`config.mk`:
```
export PLATFORM = sky130hd
export DESIGN_NAME = phc_rate_clock
export DESIGN_NICKNAME = d
export VERILOG_FILES = /design/src/rtl/phc_pkg.sv /design/src/rtl/phc_rate_accum.sv /design/src/rtl/phc_time_counter.sv /design/src/rtl/phc_read_snapshot.sv /design/src/rtl/phc_rate_clock.sv
export SDC_FILE = /design/constraint.sdc
export NUM_CORES = 1
export LEC_CHECK = 0
export ABC_AREA = 1
export BUFFER_PORTS_ARGS = -buffer_cell sky130_fd_sc_hd__buf_2
export CORE_AREA = 2 2 104 207
export CTS_CLUSTER_DIAMETER = 80
export CTS_CLUSTER_SIZE = 8
export DETAILED_ROUTE_END_ITERATION = 10
export DIE_AREA = 0 0 106 209
export HOLD_SLACK_MARGIN = 0.02
export PLACE_DENSITY = 0.8
export SLEW_MARGIN = 20
export SYNTH_ARGS = -nofsm -noshare
export SYNTH_HDL_FRONTEND = slang
export SYNTH_SLANG_ARGS = --single-unit
```
`constraint.sdc`:
```
create_clock -name clk -period 4.1 [get_ports clk]
set_input_delay 0.82 -clock clk [delete_from_list [all_inputs] [get_ports clk]]
set_output_delay 0.82 -clock clk [all_outputs]
set_load 0.1 [all_outputs]
```
`src/rtl/phc_pkg.sv`:
```
package phc_pkg;
  // Whole counts gained per tick never exceed 2 (fraction < 1, rate < 2)
  localparam int STEP_W = 2;
  typedef logic [STEP_W-1:0] step_t;

  typedef enum logic {
    WR_TGT_RATE = 1'b0,
    WR_TGT_TIME = 1'b1
  } wr_target_e;
endpackage

```
`src/rtl/phc_rate_accum.sv`:
```
module phc_rate_accum
  import phc_pkg::*;
#(
  parameter int RATE_W = 32
) (
  input  logic              clk,
  input  logic              rst_n,
  input  logic              tick,
  input  logic              clear_frac,
  input  logic              rate_wr,
  input  logic [RATE_W-1:0] rate_in,
  output logic [RATE_W-1:0] rate_q,
  output step_t             step
);
  localparam int FRAC_W = RATE_W - 1;
  localparam logic [RATE_W-1:0] RATE_NOMINAL = {1'b1, {FRAC_W{1'b0}}};

  logic [FRAC_W-1:0] frac_q;
  logic [RATE_W:0]   sum;

  always_comb begin
    sum  = {2'b00, frac_q} + {1'b0, rate_q};
    step = sum[RATE_W:FRAC_W];
  end

  always_ff @(posedge clk) begin
    if (!rst_n) begin
      rate_q <= RATE_NOMINAL;
    end else if (rate_wr) begin
      rate_q <= rate_in;
    end
  end

  always_ff @(posedge clk) begin
    if (!rst_n || clear_frac) begin
      frac_q <= '0;
    end else if (tick) begin
      frac_q <= sum[FRAC_W-1:0];
    end
  end
endmodule

```
`src/rtl/phc_time_counter.sv`:
```
module phc_time_counter
  import phc_pkg::*;
#(
  parameter int TIME_W = 64
) (
  input  logic              clk,
  input  logic              rst_n,
  input  logic              tick,
  input  step_t             step,
  input  logic              load,
  input  logic [TIME_W-1:0] load_val,
  output logic [TIME_W-1:0] time_q
);
  always_ff @(posedge clk) begin
    if (!rst_n) begin
      time_q <= '0;
    end else if (load) begin
      time_q <= load_val;
    end else if (tick) begin
      time_q <= time_q + TIME_W'(step);
    end
  end
endmodule

```
`src/rtl/phc_read_snapshot.sv`:
```
module phc_read_snapshot #(
  parameter int TIME_W = 64
) (
  input  logic              clk,
  input  logic              rst_n,
  input  logic              req_valid,
  output logic              req_ready,
  output logic              rsp_valid,
  input  logic              rsp_ready,
  input  logic [TIME_W-1:0] time_in,
  output logic [TIME_W-1:0] rsp_time
);
  logic accept;

  assign req_ready = !rsp_valid;
  assign accept    = req_valid && req_ready;

  always_ff @(posedge clk) begin
    if (!rst_n) begin
      rsp_valid <= 1'b0;
    end else if (accept) begin
      rsp_valid <= 1'b1;
    end else if (rsp_ready) begin
      rsp_valid <= 1'b0;
    end
  end

  // All bits captured in one register stage, so both words share a tick
  always_ff @(posedge clk) begin
    if (!rst_n) begin
      rsp_time <= '0;
    end else if (accept) begin
      rsp_time <= time_in;
    end
  end
endmodule

```
`src/rtl/phc_rate_clock.sv`:
```
module phc_rate_clock
  import phc_pkg::*;
#(
  parameter int TIME_W = 64,
  parameter int RATE_W = 32
) (
  input  logic              clk,
  input  logic              rst_n,
  input  logic              tick_en,
  input  logic              wr_valid,
  output logic              wr_ready,
  input  logic              wr_is_time,
  input  logic [TIME_W-1:0] wr_data,
  input  logic              rd_req_valid,
  output logic              rd_req_ready,
  output logic              rd_rsp_valid,
  input  logic              rd_rsp_ready,
  output logic [TIME_W-1:0] rd_rsp_time,
  output logic [TIME_W-1:0] time_now
);
  wr_target_e        wr_tgt;
  logic              rate_wr;
  logic              time_ld;
  logic [RATE_W-1:0] rate_q;
  step_t             step;

  assign wr_ready = 1'b1;
  assign wr_tgt   = wr_target_e'(wr_is_time);
  assign rate_wr  = wr_valid && (wr_tgt == WR_TGT_RATE);
  assign time_ld  = wr_valid && (wr_tgt == WR_TGT_TIME);

  phc_rate_accum #(.RATE_W(RATE_W)) u_accum (
    .clk        (clk),
    .rst_n      (rst_n),
    .tick       (tick_en),
    .clear_frac (time_ld),
    .rate_wr    (rate_wr),
    .rate_in    (wr_data[RATE_W-1:0]),
    .rate_q     (rate_q),
    .step       (step)
  );

  phc_time_counter #(.TIME_W(TIME_W)) u_count (
    .clk      (clk),
    .rst_n    (rst_n),
    .tick     (tick_en),
    .step     (step),
    .load     (time_ld),
    .load_val (wr_data),
    .time_q   (time_now)
  );

  phc_read_snapshot #(.TIME_W(TIME_W)) u_snap (
    .clk       (clk),
    .rst_n     (rst_n),
    .req_valid (rd_req_valid),
    .req_ready (rd_req_ready),
    .rsp_valid (rd_rsp_valid),
    .rsp_ready (rd_rsp_ready),
    .time_in   (time_now),
    .rsp_time  (rd_rsp_time)
  );
endmodule

```
======== After elaboration in Yosys (flattened, before gate mapping) ========
Cells that the tools add are included.
cells by class
  muxes and demuxes ....................... 4
  bitwise gates (word level) .............. 1
  reduce and logical (&&, ||, !) cells .... 8
  add/subtract/negate cells ............... 2
operator list
  operator                 number
  2-to-1 mux 64 bit        2
  adder 64 x 2 -> 64 bit   1
  adder 31 x 32 -> 33 bit  1
  nonzero test 2 bit       2
  logical AND 1 bit        3
  logical NOT 1 bit        2
  2-to-1 mux 1 bit         2
  logical OR 1 bit         1
  NOT 1 bit                1
word-level totals
  input port bits ......................... 71
  word-level logic and storage cells ...... 20
  bits in registers ....................... 192

======== Longest topological paths before layout ========
Gate-level depths: netlist (run 1).
  depth in word-level cells ............... 4
  depth in mapped cells ................... 24
  gate-level depth less buffers ........... 24

======== By module ========
From an unflattened synthesis (run 1), not the netlist that was laid out.
unflattened totals
  cells, all modules ...................... 1,991
  area, all modules ....................... 12,081.6 µm²
by module, submodules not included
  module             cells an instance  area each (µm²)  times used  sequential area each (µm²)
  phc_rate_accum     800                4,655.7          1           1,261.2
  phc_time_counter   766                4,642.0          1           1,281.2
  phc_read_snapshot  419                2,755.1          1           1,301.2
  phc_rate_clock     6                  28.8             1           0.0

======== Worst setup path before layout (run 1) ========
No wires, ideal clock.
  path kind ............................... reg2reg
  start ................................... register u_accum.rate_q[0]
  end ..................................... register u_count.time_q[60]
  setup slack ............................. 1.017 ns
  path buffers ............................ 0
  stages on the path, launching flop included .. 23
  period minus slack after synthesis ...... 3.083 ns
  arrival time ............................ 2.955 ns
  cells stage by stage .................... dfxtp_1 -> ha_1 -> inv_1 -> fa_1 -> inv_1 -> nand3_1 -> nand3_1 -> nand3_1 -> nand3_1 -> nand2_1 -> nand2_1 -> nand2_1 -> o21ai_0 -> fa_1 -> nand2_1 -> nor2_4 -> nand2_4 -> nor2_4 -> nand2_1 -> o21ai_1 -> nand2_1 -> a21oi_1 -> nor2_1
on the way
  longest elaborated chain between the ends .. 4
ends and longest elaborated chain
  item                      RTL line                text
  start: declaration        phc_rate_accum.sv:12    output logic [RATE_W-1:0] rate_q,
  start signal: assignment  phc_rate_accum.sv:30    rate_q <= rate_in;
  adder 31 x 32 -> 33 bit   phc_rate_accum.sv:22    sum = {2'b00, frac_q} + {1'b0, rate_q};
  adder 64 x 2 -> 64 bit    phc_time_counter.sv:20  time_q <= time_q + TIME_W'(step);
  2-to-1 mux 64 bit         phc_time_counter.sv:19  end else if (tick) begin
  2-to-1 mux 64 bit         phc_time_counter.sv:17  end else if (load) begin
  end signal: assignment    phc_time_counter.sv:18  time_q <= load_val;
  end signal: assignment    phc_time_counter.sv:20
  end: declaration          phc_time_counter.sv:12  output logic [TIME_W-1:0] time_q
No other way between the ends. The select of a mux whose other input is x is not followed.
A chain may end at the register's enable or synchronous reset.

======== Worst setup path after layout (run 1) ========
  start ................................... register u_accum.frac_q[0]
  end ..................................... register u_count.time_q[41]
on the way
  longest elaborated chain between the ends .. 4
ends and longest elaborated chain
  item                      RTL line                text
  start: declaration        phc_rate_accum.sv:18    logic [FRAC_W-1:0] frac_q;
  start signal: assignment  phc_rate_accum.sv:38    frac_q <= sum[FRAC_W-1:0];
  adder 31 x 32 -> 33 bit   phc_rate_accum.sv:22
  adder 64 x 2 -> 64 bit    phc_time_counter.sv:20
  2-to-1 mux 64 bit         phc_time_counter.sv:19
  2-to-1 mux 64 bit         phc_time_counter.sv:17
No other way between the ends. The select of a mux whose other input is x is not followed.

==> PnR_summary.wiki, run 1 <==
{| class="wikitable"
! Metric !! Value
|-
| Outcome || finished, final reports clean
|-
| Tmin final || 3.71 ns
|-
| Largest area contributor in the synthesized netlist || dfxtp_1
|-
| Total half-perimeter wirelength after legalization and detailed placement || 29.3 mm
|-
| Core footprint || roughly 0.021 sq mm
|-
| Relative contribution of sequential cells to total power || 40.4%
|-
| Vias per cell || ~5.3
|-
| Detail Route Antenna Nets || 0
|-
| Die span in x || 106 um
|-
| TritonCTS clock tree || done
|-
| Leading cell types by total area after synthesis || dfxtp_1, nand2_1, nor2_1, inv_1, o21ai_0
|-
| Diodes inserted || 0
|-
| Total routing resource utilization after global routing || around 34%
|-
| Class of the worst hold path || flop to flop
|-
| Dominant combinational cell family by area after synthesis || simple AND/OR/NAND/NOR gates
|-
| Power per cell area || 388 mW/mm^2
|-
| Number of logic stages on the critical path including buffering || 21
|-
| Synth Area in Compound Gates || 13.9%
|-
| Basic-gate share of the synthesized area counting and, or, nand and nor cells || a little over a third
|-
| Critical path endpoint || u_count.time_q[41]
|-
| Final Wtd Congestion || 0.997
|-
| End of the worst register-to-register path || u_count.time_q[41]
|-
| Number of violations of the max-capacitance limit || 0
|-
| Final Max Tran Viols || 0
|-
| Count of cells along the worst register-to-register path || 21
|-
| Synth Area in XOR/XNOR || 2.72%
|-
| Count of filler cells inserted in the layout || 2101
|-
| FF+latch count, synth || 192
|-
| Flop2flop setup slack || slightly below 0.4 ns
|-
| Clock insertion delay at the later pin of the skew report || 0.46 ns
|-
| DIE HEIGHT || 209 um
|-
| Number of global-route vias before repair || approximately 11000
|-
| Post-Synth Adder-Cell Area || 3.90%
|-
| Total clock buffers created by CTS || 17
|-
| Share of total power consumed by net switching || approximately 37%
|-
| Top delay family on crit path || simple AND/OR/NAND/NOR gates
|-
| Number of hold violations in the final report || 0
|-
| Die Footprint || 0.0222 sq mm
|-
| CP max stage cell || fa_1
|-
| Post-Route Hold Slack || 0.467 ns
|-
| Number of sinks on the clock net || 192
|-
| Synthesized netlist net count || between 2000 and 2500
|-
| Pre-CTS WS || 0.448 ns
|-
| Clock tree skew after final layout || 0.0116 ns
|-
| First-pass DRT Iterations || 5
|-
| Worst Max-Slew Pin Slew || 1.06 ns
|-
| Critical Setup Path Class || flop to flop
|-
| Max rail drop VDD || roughly 0.43 mV
|-
| Most Frequent Cell on Critical Path || nand2_1
|-
| Part of the power in the clock network || 35.4%
|-
| Number of ports placed on the die boundary || 202
|-
| DR iter-0 viols || approximately 900
|-
| Area taken by flip-flops and latches || between 0.003 and 0.004 sq mm
|-
| TNS Setup || 0 ns
|-
| First-pass GRT wire length || between 50 and 60 mm
|-
| Count of port buffers added during placement || 200
|-
| Global route overflow || 0
|-
| Total number of H-tree levels || 4
|-
| Setup crit start || u_accum.frac_q[0]
|-
| Site row count || 75
|-
| Setup slack after layout || 0.389 ns
|-
| Multi-input logic area || 0.00654 sq mm
|-
| Clock input transition at the sequential cells of the worst setup and hold paths || around 0.07 ns
|-
| Pin count of the biggest net entering global routing || 104
|-
| Static leakage || 0.00662 uW
|-
| Worst-case clock buffer depth || 2
|-
| Number of different library cells in the post-synthesis netlist || 37
|-
| Number of antenna violations at the first check in global routing || 0
|-
| Ordered list of cells on the worst path || ha_1 -> inv_1 -> fa_1 -> inv_1 -> nand3_1 -> nand3_1 -> nand3_1 -> nand3_1 -> nand2_1 -> nand2_1 -> nand2_1 -> o21ai_1 -> ha_1 -> nand2_1 -> a21oi_2 -> nand2_1 -> nor2_1 -> nand3_1 -> xor2_1 -> nand2_1 -> a21oi_1
|-
| Final WL || 37.7 mm
|-
| Net count of the finished layout || 2192
|-
| CTS root buffer || clkbuf_16
|-
| Endpoint required time on the critical path || 4.48 ns
|-
| Top achievable clock speed || around 270 MHz
|-
| Cell count after synthesis || 1920
|-
| Endpoint type of the worst setup path || flop
|-
| Post-CTS setup-driven buffer insertion count || 0
|-
| Delay contributed by the slowest stage of the critical path || 0.40 ns
|-
| Signed area change from the synthesized netlist to the final layout || 15.7%
|-
| Area of the mapped netlist || 0.0116 sq mm
|-
| Gate power share || 24.2%
|-
| P_sw || around 1900 uW
|-
| Beginning of the worst register-to-register path || u_accum.frac_q[0]
|-
| WP buf/inv || 2
|-
| Total setup violations reported at the end of the flow || 0
|-
| Normalized max-slew margin || between 20% and 30%
|-
| Yosys top cell area share || 33.1%
|-
| Wirelength per Cell || 15.9 um
|-
| Syn. warnings || 0
|-
| Internal power summed over all cells || between 3000 and 4000 uW
|-
| Via total after detailed routing || 12624
|-
| Total DRC errors in the routed layout || 0
|-
| Proportion of synthesized area in mux cells || 0%
|-
| Setup repair after global routing missed its margin || false
|-
| Worst Path Max Fanout || 6
|-
| Tcrit/Tclk final || 90.5%
|-
| Share of the yosys chip area belonging to registers || 33.1%
|-
| Initial Util || between 50 and 60%
|-
| Critical Path AT || 4.09 ns
|-
| Syn Area/Cell || 6.04 sq um
|-
| Worst Setup Start Kind || flop
|-
| Layout cell share with drive strength beyond 1 || a little over an eighth
|}
-- registers in the layout, indices dropped and copies added (netlist names) --
| register | count |
|---|---|
| u_accum.rate_q | 32 |
| u_snap.rsp_time | 64 |
| u_accum.frac_q | 31 |
| u_snap.rsp_valid | 1 |
| u_count.time_q | 64 |
-- cell usage in the layout (no fill, tap or decap), types with 17 or more instances in the layout --
master     instances
ha_1              33
xor2_1            24
clkbuf_16         17
buf_2            200
inv_1            254
nor2_1           346
nand2_1          522
a31oi_1           26
dfxtp_1          192
o21ai_0          165
a21oi_1          101
nand3_1           97
-- cell usage after synthesis (all sizes together) --
master,instances
ha,33
clkbuf,49
o21a,2
o211ai,2
a22o,1
o21ai,174
dfxtp,192
a31oi,26
fa,2
or2,1
nand3,99
xnor2,12
buf,16
nand4,11
xor2,24
o21bai,4
nor2,364
conb,1
nor4,1
nand2,529
nand3b,2
a21oi,102
inv,258
nor3,13
and3,1
and2,1
-- worst min-delay path: cells and delay by family (launching register included) --
family	cells	cell delay, ns
flops	1	0.31
simple gates	1	0.06
compound gates	1	0.05
-- stage by stage --
step	instances	power [uW]	instance area [sq um]	utilization, %
floorplan	1920	3130	11600	-
global placement	2336	3390	12800	61.6
detailed placement	2336	3400	12800	61.6
CTS	2368	5220	13400	64.7
global route	2368	5400	13400	64.7
finish	2368	5210	13400	64.7
-- final cells by class --
type	instances	area share [%]
Multi-Input combinational cell	1405	48.7
Timing Repair Buffer	212	8.13
Inverter	258	7.22
Clock buffer	18	3.27
Tap cell	269	2.51
Clock inverter	14	1.51
Sequential cell	192	28.6
-- routing by layer --
metal	GRT usage, %	wire, um	up-vias	share of wire [%]
met1	44.0	15700	5620	42
met3	4.27	2670	91	7.1
met4	15.7	1590	0	4.2
met5	0	0	-	0
met2	56.4	17700	551	47
li1	-	-	6362	-
-- worst min path at each step --
stage	from	end	slack (ns)	cells past startpoint
after floorplan	u_accum.frac_q[0]	u_accum.frac_q[0]	0.44	2
after global placement	u_accum.frac_q[0]	u_accum.frac_q[0]	0.45	2
after detailed placement	u_accum.frac_q[0]	u_accum.frac_q[0]	0.46	2
after CTS	u_accum.frac_q[0]	u_accum.frac_q[0]	0.47	2
after global routing	u_snap.rsp_time[5]	u_snap.rsp_time[5]	0.50	2
final	u_accum.frac_q[0]	u_accum.frac_q[0]	0.47	2
-- power groups by stage --
stage	logic (uW)	clock network (uW)	registers (uW)
floorplan	436	0	2690
global placement	1250	0	2140
detailed placement	1260	0	2140
CTS	1260	1850	2100
global route	1360	1930	2120
finish	1260	1850	2100
-- cells by family (layout without fill, tap and decap cells) --
group,Yosys count,count (layout)
simple gates,1022,1022
compound gates,311,311
xor+xnor,36,36
flops,192,192
fa+ha+maj,35,35
other cells,1,1
buf+inv,323,502
-- repair_timing --
action,CTS,global route
resized for setup,0,2
setup endpoints to repair,0,1
endpoints found under the hold margin,0,0
hold buffers,0,0
Power figures use the tool's default switching activity.
==> inputs of run 2 (changes only) <==
--- a/config.mk
+++ b/config.mk
@@ -7,13 +7,14 @@
 export LEC_CHECK = 0
 export ABC_AREA = 1
 export BUFFER_PORTS_ARGS = -buffer_cell sky130_fd_sc_hd__buf_2
-export CORE_AREA = 2 2 104 207
+export CORE_AREA = 2 2 103 204
+export CTS_BUF_LIST = sky130_fd_sc_hd__clkbuf_4
 export CTS_CLUSTER_DIAMETER = 80
 export CTS_CLUSTER_SIZE = 8
 export DETAILED_ROUTE_END_ITERATION = 10
-export DIE_AREA = 0 0 106 209
+export DIE_AREA = 0 0 105 206
 export HOLD_SLACK_MARGIN = 0.02
-export PLACE_DENSITY = 0.8
+export PLACE_DENSITY = 0.82
 export SLEW_MARGIN = 20
 export SYNTH_ARGS = -nofsm -noshare
 export SYNTH_HDL_FRONTEND = slang
==> PnR_summary.wiki, run 2 (synthesis results as in run 1) <==
{| class="wikitable"
! Metric !! Value
|-
| Outcome || finished, final reports clean
|-
| Post-CTS setup-driven buffer insertion count || 0 (unchanged)
|-
| Number of logic stages on the critical path including buffering || 21 (unchanged)
|-
| Top delay family on crit path || simple AND/OR/NAND/NOR gates
|-
| Detail Route Antenna Nets || 0 (unchanged)
|-
| Critical Path AT || 4.22 ns (+0.13 ns)
|-
| CP max stage cell || fa_1
|-
| Die Footprint || 0.0216 sq mm (-2.4%)
|-
| Wirelength per Cell || 15.9 um (-0.31%)
|-
| Worst Path Max Fanout || 6 (unchanged)
|-
| Flop2flop setup slack || 0.44 ns (+0.05 ns)
|-
| CTS root buffer || clkbuf_4
|-
| TNS Setup || 0 ns (unchanged)
|-
| Most common library cell in the layout ignoring fill and taps || nand2_1
|-
| WP buf/inv || 3 (+1)
|-
| Number of global-route vias before repair || 11474 (+0.80%)
|-
| First-pass DRT Iterations || 6 (+1)
|-
| Total setup violations reported at the end of the flow || 0 (unchanged)
|-
| Number of placed instances, taps included || 2334 (-0.086%)
|-
| Number of instances on the worst hold path || 3 (+1)
|-
| Site row count || 74 (-1.3%)
|-
| Die span in x || 105 um (-0.94%)
|-
| Endpoint type of the worst setup path || flop
|-
| Total number of H-tree levels || 4 (unchanged)
|-
| TritonCTS clock tree || done
|-
| DR iter-0 viols || 924 (+3.0%)
|-
| Via total after detailed routing || 12733 (+0.86%)
|-
| Registers with the most flip-flops || u_count.time_q x64, u_snap.rsp_time x64, u_accum.rate_q x32
|-
| Normalized max-slew margin || 27.3% (-2.3 points)
|-
| Worst-case clock buffer depth || 2 (unchanged)
|-
| Clock input transition at the sequential cells of the worst setup and hold paths || 0.16 ns (+0.09 ns)
|-
| Ordered list of cells on the worst path || ha_1 -> inv_1 -> fa_1 -> inv_1 -> nand3_1 -> nand3_1 -> nand3_1 -> nand3_1 -> nand2_1 -> nand2_1 -> nand2_1 -> o21ai_0 -> ha_1 -> inv_1 -> a21oi_2 -> nand2_1 -> nor2_1 -> nand3_1 -> xor2_1 -> nand2_1 -> a21oi_1
|-
| Setup repair after global routing missed its margin || false
|-
| Initial Util || 57.5% (+1.5 points)
|-
| Total clock buffers created by CTS || 17 (unchanged)
|-
| Power per cell area || 346 mW/mm^2 (-11%)
|-
| Count of port buffers added during placement || 200 (unchanged)
|-
| Top achievable clock speed || 273 MHz (+1.5%)
|-
| Delay contributed by the slowest stage of the critical path || 0.40 ns (about the same)
|-
| Final Wtd Congestion || 1.03 (+3.0%)
|-
| DIE HEIGHT || 206 um (-1.4%)
|-
| Total DRC errors in the routed layout || 0 (unchanged)
|-
| Count of cells along the worst register-to-register path || 21 (unchanged)
|-
| Signed area change from the synthesized netlist to the final layout || 13.0%
|-
| First-pass GRT wire length || 59.4 mm (+0.35%)
|-
| Number of antenna violations at the first check in global routing || 1 (+1)
|-
| Total half-perimeter wirelength after legalization and detailed placement || 29.1 mm (-0.72%)
|-
| Final Max Tran Viols || 0 (unchanged)
|-
| Clock tree skew after final layout || 0.0219 ns (+0.0103 ns)
|-
| Worst Setup Start Kind || flop
|-
| Total routing resource utilization after global routing || 34.6% (+0.54 points)
|-
| Class of the worst hold path || primary input to flop
|-
| Endpoint required time on the critical path || 4.66 ns (+0.18 ns)
|-
| Net count of the finished layout || 2193 (+0.046%)
|-
| Number of ports placed on the die boundary || 202 (unchanged)
|-
| Count of hold-fix buffers inserted at cts || 0 (unchanged)
|-
| Number of hold violations in the final report || 0 (unchanged)
|-
| Pin count of the biggest net entering global routing || 65 (-38%)
|-
| Number of sinks on the clock net || 192 (unchanged)
|-
| Tmin final || 3.66 ns (-0.0540 ns)
|-
| Core footprint || 0.0202 sq mm (-2.7%)
|-
| Max rail drop VDD || 0.265 mV (-39%)
|-
| Static leakage || 0.00647 uW (-2.2%)
|-
| Critical Setup Path Class || flop to flop
|-
| Worst Max-Slew Pin Slew || 1.09 ns (+0.0340 ns)
|-
| Post-cts repair resize count || 0 (unchanged)
|-
| Count of placed standard cells in the final layout, fillers left out || 2367 (-0.042%)
|-
| Layout cell share with drive strength beyond 1 || 13.2% (-0.10 points)
|-
| Clock insertion delay at the later pin of the skew report || 0.64 ns (+0.18 ns)
|-
| Tcrit/Tclk final || 89.2% (-1.3 points)
|-
| Number of violations of the max-capacitance limit || 0 (unchanged)
|-
| Global route overflow || 0 (unchanged)
|-
| Most used cells in the layout excluding fill and tap cells || nand2_1, nor2_1, inv_1, buf_2, dfxtp_1
|-
| Vias per cell || 5.38 (+0.91%)
|-
| Final WL || 37.5 mm (-0.35%)
|}
[run 2: changes by cell type in the layout (fill, tap and decap cells not counted), moves of 2 or more]
cell,before,now
clkbuf_16,17,0
clkbuf_4,0,18
clkinv_1,0,2
clkinv_4,3,1
clkinvlp_4,1,3
inv_6,5,3
inv_8,0,2
[run 2: layout make-up]
cell class	instances	area (sq um)
multi-input combinational	1405	6540
sequential	192	3840
timing repair buffer	213	1110
inverter	258	968
antenna	1	2.50
fill	2041	7080
clock buffer	18	135
clock inverter	14	178
tap	266	333
[run 2: final timing paths]
kind / from / endpoint
hold / removal: wr_data[26] / u_accum.rate_q[26]
hold reg to reg: u_accum.frac_q[0] / u_accum.frac_q[0]
setup reg to reg: u_accum.rate_q[0] / u_count.time_q[41]
setup / recovery: u_accum.rate_q[0] / u_count.time_q[41]
[run 2: worst reg2reg max path, stage by stage (launching register included)]
cell and delay [ns]:
dfxtp_1 0.37, ha_1 0.21, inv_1 0.07, fa_1 0.40, inv_1 0.11, nand3_1 0.07, nand3_1 0.14, nand3_1 0.09
nand3_1 0.13, nand2_1 0.10, nand2_1 0.13, nand2_1 0.07, o21ai_0 0.19, ha_1 0.23, inv_1 0.06, a21oi_2 0.27
nand2_1 0.16, nor2_1 0.26, nand3_1 0.17, xor2_1 0.17, nand2_1 0.07, a21oi_1 0.14
[run 2: per-stage QoR]
stage	cell area [sq um]	setup slack, ns	hold WS, ns	util [%]	total power (uW)
2_1_floorplan	11600	1.02	0.445	-	3130
3_3_place_gp	12800	0.635	0.453	63.4	3400
3_5_place_dp	12800	0.506	0.466	63.4	3410
4_1_cts	13100	0.479	0.389	64.9	4540
5_1_grt	13100	0.0790	0.401	64.9	4720
6_report	13100	0.443	0.414	64.9	4540
[run 2: routing by layer]
metal	vias up	routed length, um	global-route usage, %
met2	593	17700	58.0
met3	89	2870	5.71
li1	6361	-	-
met4	0	1340	13.7
met5	-	0	0
met1	5690	15600	44.3
[run 2: power by group]
part,internal [uW],total [uW],switching [uW]
registers,1990,2110,119
clock network,440,1160,720
logic,258,1270,1010
total,2690,4540,1850
